## config.mk

```make
export PLATFORM = sky130hd
export DESIGN_NAME = lpm_clock_ctrl
export DESIGN_NICKNAME = d
export VERILOG_FILES = /design/src/rtl/lpm_pkg.sv /design/src/rtl/lpm_mode_seq.sv /design/src/rtl/lpm_dco_settle.sv /design/src/rtl/lpm_gate_reg.sv /design/src/rtl/lpm_clock_ctrl.sv
export SDC_FILE = /design/constraint.sdc
export NUM_CORES = 1
export LEC_CHECK = 0
export CAP_MARGIN = 20
export CORE_ASPECT_RATIO = 1.5
export CORE_MARGIN = 2
export CORE_UTILIZATION = 35
export DETAILED_ROUTE_END_ITERATION = 6
export PLACE_DENSITY_LB_ADDON = 0.1
export SYNTH_ARGS = -nofsm -noshare
export SYNTH_HDL_FRONTEND = slang
export SYNTH_SLANG_ARGS = --single-unit
```

## constraint.sdc

```tcl
create_clock -name clk -period 2.3 [get_ports clk]
set_input_delay 0.46 -clock clk [delete_from_list [all_inputs] [get_ports clk]]
set_output_delay 0.46 -clock clk [all_outputs]
set_load 0.01 [all_outputs]
```

## src/rtl/lpm_pkg.sv

```systemverilog
package lpm_pkg;

    localparam int MODE_W = 3;

    typedef enum logic [MODE_W-1:0] {
        PM_ACTIVE = 3'd0,
        PM_LP0    = 3'd1,
        PM_LP1    = 3'd2,
        PM_LP2    = 3'd3,
        PM_LP3    = 3'd4,
        PM_LP4    = 3'd5
    } pm_mode_e;

    typedef struct packed {
        logic cpu;
        logic mclk;
        logic smclk;
        logic aclk;
        logic fll;
        logic dcoclk;
        logic dcodc;
        logic xtal;
    } clk_en_t;

    // reserved codes fall to the deepest level
    function automatic pm_mode_e decode_req(input logic [MODE_W-1:0] code);
        if (code > 3'd5) return PM_LP4;
        return pm_mode_e'(code);
    endfunction

    function automatic clk_en_t mode_enables(input pm_mode_e m);
        clk_en_t e;
        e = '0;
        case (m)
            PM_ACTIVE: e = '{1'b1, 1'b1, 1'b1, 1'b1, 1'b1, 1'b1, 1'b1, 1'b1};
            PM_LP0:    e = '{1'b0, 1'b1, 1'b1, 1'b1, 1'b1, 1'b1, 1'b1, 1'b1};
            PM_LP1:    e = '{1'b0, 1'b1, 1'b1, 1'b1, 1'b0, 1'b1, 1'b1, 1'b1};
            PM_LP2:    e = '{1'b0, 1'b0, 1'b0, 1'b1, 1'b0, 1'b0, 1'b1, 1'b1};
            PM_LP3:    e = '{1'b0, 1'b0, 1'b0, 1'b1, 1'b0, 1'b0, 1'b0, 1'b1};
            default:   e = '0;
        endcase
        return e;
    endfunction

endpackage

```

## src/rtl/lpm_mode_seq.sv

```systemverilog
module lpm_mode_seq
    import lpm_pkg::*;
(
    input  logic              clk,
    input  logic              rst,
    input  logic              mode_wr,
    input  logic [MODE_W-1:0] mode_req,
    input  logic              irq_pending,
    input  logic              irq_return,
    input  logic              keep_awake,
    output pm_mode_e          mode_d,
    output pm_mode_e          mode_q,
    output logic              isr_q
);

    pm_mode_e saved_q, saved_d;
    logic     isr_d;

    always_comb begin
        mode_d  = mode_q;
        saved_d = saved_q;
        isr_d   = isr_q;
        if (!isr_q && irq_pending) begin
            saved_d = mode_q;
            mode_d  = PM_ACTIVE;
            isr_d   = 1'b1;
        end else if (isr_q) begin
            if (irq_return) begin
                mode_d = keep_awake ? PM_ACTIVE : saved_q;
                isr_d  = 1'b0;
            end else if (keep_awake) begin
                saved_d = PM_ACTIVE;
            end
        end else if (mode_wr) begin
            mode_d = decode_req(mode_req);
        end
    end

    always_ff @(posedge clk) begin
        if (rst) begin
            mode_q  <= PM_ACTIVE;
            saved_q <= PM_ACTIVE;
            isr_q   <= 1'b0;
        end else begin
            mode_q  <= mode_d;
            saved_q <= saved_d;
            isr_q   <= isr_d;
        end
    end

    AST_RESERVED_DEEPEST: assert property (@(posedge clk) disable iff (rst)
        (mode_wr && !isr_q && !irq_pending && mode_req > 3'd5) |=> (mode_q == PM_LP4));

    AST_WAKE_ACTIVE: assert property (@(posedge clk) disable iff (rst)
        (irq_pending && !isr_q) |=> (isr_q && mode_q == PM_ACTIVE));

    AST_RETURN_RESTORES: assert property (@(posedge clk) disable iff (rst)
        (irq_return && isr_q && !keep_awake) |=> (!isr_q && mode_q == $past(saved_q)));

    AST_SERVICE_HOLDS: assert property (@(posedge clk) disable iff (rst)
        (isr_q && !irq_return) |=> (isr_q && $stable(mode_q)));

endmodule

```

## src/rtl/lpm_dco_settle.sv

```systemverilog
module lpm_dco_settle #(
    parameter int SETTLE_CYC = 48
) (
    input  logic clk,
    input  logic rst,
    input  logic dco_on_d,
    output logic ready_d,
    output logic ready_q
);

    localparam int CNT_W = $clog2(SETTLE_CYC + 1);
    localparam logic [CNT_W-1:0] LIMIT = CNT_W'(SETTLE_CYC);

    logic [CNT_W-1:0] cnt_q, cnt_d;

    always_comb begin
        if (!dco_on_d)
            cnt_d = '0;
        else if (cnt_q == LIMIT)
            cnt_d = cnt_q;
        else
            cnt_d = cnt_q + 1'b1;
        ready_d = (cnt_d == LIMIT);
    end

    always_ff @(posedge clk) begin
        if (rst) begin
            cnt_q   <= '0;
            ready_q <= 1'b0;
        end else begin
            cnt_q   <= cnt_d;
            ready_q <= ready_d;
        end
    end

    AST_SETTLE_BOUNDED: assert property (@(posedge clk) disable iff (rst)
        cnt_q <= LIMIT);

    AST_READY_DROPS: assert property (@(posedge clk) disable iff (rst)
        !dco_on_d |=> !ready_q);

endmodule

```

## src/rtl/lpm_gate_reg.sv

```systemverilog
module lpm_gate_reg
    import lpm_pkg::*;
(
    input  logic    clk,
    input  logic    rst,
    input  clk_en_t want,
    input  logic    ready_d,
    output clk_en_t en_q
);

    clk_en_t en_d;

    always_comb begin
        en_d = want;
        if (!ready_d) begin
            en_d.cpu   = 1'b0;
            en_d.mclk  = 1'b0;
            en_d.smclk = 1'b0;
        end
    end

    always_ff @(posedge clk) begin
        if (rst) en_q <= '0;
        else     en_q <= en_d;
    end

endmodule

```

## src/rtl/lpm_clock_ctrl.sv

```systemverilog
module lpm_clock_ctrl
    import lpm_pkg::*;
#(
    parameter int SETTLE_CYC = 48
) (
    input  logic       clk,
    input  logic       rst,
    input  logic       mode_wr,
    input  logic [2:0] mode_req,
    input  logic       irq_pending,
    input  logic       irq_return,
    input  logic       keep_awake,
    output logic       en_cpu,
    output logic       en_mclk,
    output logic       en_smclk,
    output logic       en_aclk,
    output logic       en_fll,
    output logic       en_dcoclk,
    output logic       en_dcodc,
    output logic       en_xtal,
    output logic       dco_ready,
    output logic       in_service,
    output logic [2:0] mode_now
);

    pm_mode_e mode_d, mode_q;
    logic     isr_q;
    clk_en_t  want, en_q;
    logic     rdy_d, rdy_q;

    lpm_mode_seq u_seq (
        .clk(clk), .rst(rst), .mode_wr(mode_wr), .mode_req(mode_req),
        .irq_pending(irq_pending), .irq_return(irq_return), .keep_awake(keep_awake),
        .mode_d(mode_d), .mode_q(mode_q), .isr_q(isr_q)
    );

    assign want = mode_enables(mode_d);

    lpm_dco_settle #(.SETTLE_CYC(SETTLE_CYC)) u_settle (
        .clk(clk), .rst(rst), .dco_on_d(want.dcoclk),
        .ready_d(rdy_d), .ready_q(rdy_q)
    );

    lpm_gate_reg u_gate (
        .clk(clk), .rst(rst), .want(want), .ready_d(rdy_d), .en_q(en_q)
    );

    assign en_cpu     = en_q.cpu;
    assign en_mclk    = en_q.mclk;
    assign en_smclk   = en_q.smclk;
    assign en_aclk    = en_q.aclk;
    assign en_fll     = en_q.fll;
    assign en_dcoclk  = en_q.dcoclk;
    assign en_dcodc   = en_q.dcodc;
    assign en_xtal    = en_q.xtal;
    assign dco_ready  = rdy_q;
    assign in_service = isr_q;
    assign mode_now   = mode_q;

    AST_MCLK_NEEDS_READY: assert property (@(posedge clk) disable iff (rst)
        (en_mclk || en_cpu || en_smclk) |-> (dco_ready && en_dcoclk));

    AST_CPU_ONLY_ACTIVE: assert property (@(posedge clk) disable iff (rst)
        en_cpu |-> (mode_now == 3'd0));

    AST_LADDER_ORDER: assert property (@(posedge clk) disable iff (rst)
        (!en_fll || en_dcoclk) && (!en_dcoclk || en_dcodc) &&
        (!en_dcodc || en_aclk) && (!en_aclk || en_xtal));

    AST_RESET_QUIET: assert property (@(posedge clk)
        $past(rst) |-> (!en_cpu && !dco_ready && !in_service && mode_now == 3'd0));

endmodule

```

==> metrics.md <==
| Metric | Value |
|---|---|
| Mapped cell area | 908 um^2 |
| Logic gate share of total power | 16.3% |
| Avg Cell Area, Syn | slightly above 9 um^2 |
| Cts bufs inserted | 3 |
| Ys flop type | dfxtp_1 |
| Pre-CTS worst setup slack | between 0.09 and 0.1 ns |
| Worst EP arrival | between 2 and 2.5 ns |
| Critical Path End Type | flop |
| Ys async rst share | 0% |
| TNS Setup | 0 ns |
| CTS root buffer | clkbuf_4 |
| Clk Latency, worst-skew pair | between 0.2 and 0.3 ns |
| Post-Syn Instances | 99 |
| Port Buffer Count | 21 |
| Sw power | 0.163 mW |
| Initial antenna violation count | 0 |
| Routability cong. | approximately 0.76 |
| IO Pins | 22 |
| Startpoint Class | input pin |
| # DRC | 0 |
| Num rows | 22 |
| Resize count post-CTS | 0 |
| First-pass GRT wire length | between 3000 and 4000 um |
| Final setup skew | approximately 0.0012 ns |
| Die H | around 66 um |
| Sw frac | a little under a quarter |
| Worst setup margin | about 0.4 ns |
| CTS HTree Levels | 1 |
| Worst Path Buf+Inv | 1 |
| Core Box Area | 2450 um^2 |
| Vias in the first global route | 800 |
| FMAX | approximately 530 MHz |
| TritonRoute pass-1 iters | 4 |
| Fill cells | 254 |
| Clock slew at reported path FFs | 0.10 ns |
| Minimum clock period | between 1.5 and 2 ns |
| Largest net degree at the start of global routing | 12 |
| Die X | 45.6 um |
| TritonCTS clock tree | done |
| Syn-to-layout area delta | 30.6% |
| Slew margin rel. | 75.9% |
| EDFF count, synth | 0 |
| Total power | about 0.68 mW |
| WL final | roughly 1900 um |
| Period utilisation layout | between 80 and 90% |
| YS warnings | 0 |
| Yosys top cell by area | dfxtp_1 |
| Die Footprint | 3030 um^2 |
| Status | finished clean |
| DP Wirelength | ~1600 um |
| Multi-input gate area | 449 um^2 |
| Hold_buf cts | 0 |
| # setup viols final | 0 |
| Post-synth cell types | 36 |
| Reg power frac | between 50% and 60% |
| Post-CTS Setup Inserts | 0 |
| Routed len/inst | 13.0 um |
| Final Slew Violations | 0 |
| Initial detailed-routing violation count | 11 |
| Ant. Diodes | 0 |
| Worst R2R Path Depth | 4 |
| Synthesis-stage register bit count | 20 |
| Pint | between 0.5 and 0.6 mW |
| Syn_nets | 110 |
| Worst-path maximum fanout | 4 |
| Hold WC Path Type | flop to flop |
| CP required | about 2.5 ns |
| Critical R2R Capture | u_gate.en_q[7]$_SDFF_PP0_ |
| Largest stage delay on the critical path | ~0.5 ns |
| Layout cell share with drive strength beyond 1 | a little over an eighth |
| RSZ-0062 raised after global routing | no |
| Grt total ovfl | 0 |
| Min-delay src | u_seq.saved_q[0]$_SDFFE_PP0P_ |
| Register area share after synthesis | about 44% |
| Hold path endpoint | u_seq.saved_q[0]$_SDFFE_PP0P_ |
| Critical path class | input pin to flop |
| Hold path cells | 2 |
| Initial Utilization | a little under two fifths |
| FF+latch area | between 400 and 500 um^2 |
| Worst slew pin tran | ~0.36 ns |
| Synth top area share | between 40 and 50% |
| Crit path cell chain | clkdlybuf4s50_1, mux2i_1, o311ai_1, or2_1, or3_4, nor3_2 |
| MaxCap Viol Count | 0 |
| Via/cell ratio | approximately 5.2 |
| Reg-to-reg slack, setup | approximately 0.65 ns |
| Largest cells by area after synthesis | dfxtp_1 44%, nor2_1 5.8%, mux2i_1 3.3% |
| Final net count | 135 |
| Peak supply drop | approximately 320 uV |
| Final Hold Viols | 0 |
| Clock power frac | 28.9% |
| CP max-delay cell | clkdlybuf4s50_1 |
| Vias | 759 |
| Leakage power | just under 0.5 nW |
| PD cells | 574 nW/um^2 |
| Sink Count | 20 |
| ANT nets after route | 0 |
| Maximum root-to-sink buffer count | 2 |
| Top Family by Delay on Critical Path | simple AND/OR/NAND/NOR gates |
| Global router's overall resource usage | about 15% |
| Reg2Reg Launch Point | u_seq.isr_q$_SDFF_PP0_ |
cell usage in the layout (no fill, tap or decap), types with 2 or more instances in the layout:
cell type        count
clkdlybuf4s50_1     21
xnor2_1              2
a21oi_1              3
a22oi_1              3
and2b_2              2
mux2i_1              3
nand3_1              2
nand2_1              2
clkbuf_4             3
dfxtp_1             20
inv_1                8
o21ai_0              2
ha_1                 2
buf_4                4
nor2_1              14
nand4b_1             2
a211oi_1             2
nor2b_1              4
xor2_1               3
nor3_2               2
nand3b_1             3
layout make-up:
class,count,share of cell area (%)
Clock buffer,4,3.06
Inverter,8,2.53
Multi-Input combinational cell,66,37.9
Sequential cell,20,33.8
Tap cell,24,2.53
Timing Repair Buffer,25,20.3
cell usage after synthesis, types with 3 or more instances:
master	count
nor2b_1	4
a22oi_1	3
a21oi_1	3
xor2_1	3
dfxtp_1	20
inv_1	8
mux2i_1	3
nor2_1	14
nand3b_1	3
worst max-delay path by stage:
stage | startpoint | to | slack, ns | cells after the start
2_1_floorplan | mode_wr | u_gate.en_q[7]$_SDFF_PP0_ | 0.72 | 5
3_3_place_gp | irq_return | u_gate.en_q[0]$_SDFF_PP0_ | 0.12 | 5
3_5_place_dp | mode_wr | u_gate.en_q[7]$_SDFF_PP0_ | 0.09 | 6
4_1_cts | u_seq.isr_q$_SDFF_PP0_ | in_service | 0.39 | 1
5_1_grt | u_seq.isr_q$_SDFF_PP0_ | in_service | 0.32 | 1
6_report | mode_wr | u_gate.en_q[7]$_SDFF_PP0_ | 0.40 | 6
metrics by stage:
step / util (%) / area (um^2) / cells / hold slack, ns
after floorplan: - / 908 / 99 / 0.458
after global placement: 46.9 / 1150 / 143 / 0.486
after detailed placement: 46.9 / 1150 / 143 / 0.495
after CTS: 48.4 / 1190 / 147 / 0.528
after global routing: 48.4 / 1190 / 147 / 0.556
final: 48.4 / 1190 / 147 / 0.516
sequential cells by signal, summed over array words and instances, names as in the netlist:
register,cells
u_seq.mode_q,3
u_seq.saved_q,3
u_settle.cnt_q,6
u_seq.isr_q,1
u_settle.ready_q,1
u_gate.en_q,6
routing by layer:
metal | GRT usage, % | wire [um]
met1 | 14.8 | 714
met2 | 26.6 | 1090
met3 | 2.19 | 67
met4 | 9.19 | 31
met5 | 0 | 0
power by group through the flow:
| stage | Clock, mW | Sequential (mW) | Combinational [mW] |
|---|---|---|---|
| final | 0.197 | 0.374 | 0.111 |
| after global routing | 0.218 | 0.377 | 0.125 |
| after CTS | 0.206 | 0.374 | 0.113 |
| after detailed placement | 0 | 0.382 | 0.112 |
| after global placement | 0 | 0.382 | 0.113 |
| after floorplan | 0 | 0.382 | 0.0580 |
cell families after synthesis:
group,count (synthesis),share of synthesized area [%]
adders and majority gates,2,2.75
AOI/OAI and AO/OA,17,13.6
and+or+nand+nor,39,24.9
DFF,20,44.1
xor gates and xnor gates,5,4.82
muxes,3,3.31
buffers and inverters,13,6.47
tightest hold or removal path: cells and delay by family (launching register included):
family	cells	cell delay [ns]
AO/OA/AOI/OAI	1	0.07
AND/OR/NAND/NOR	1	0.08
flip-flops	1	0.34
No activity file was read; power rests on OpenSTA's default activity.
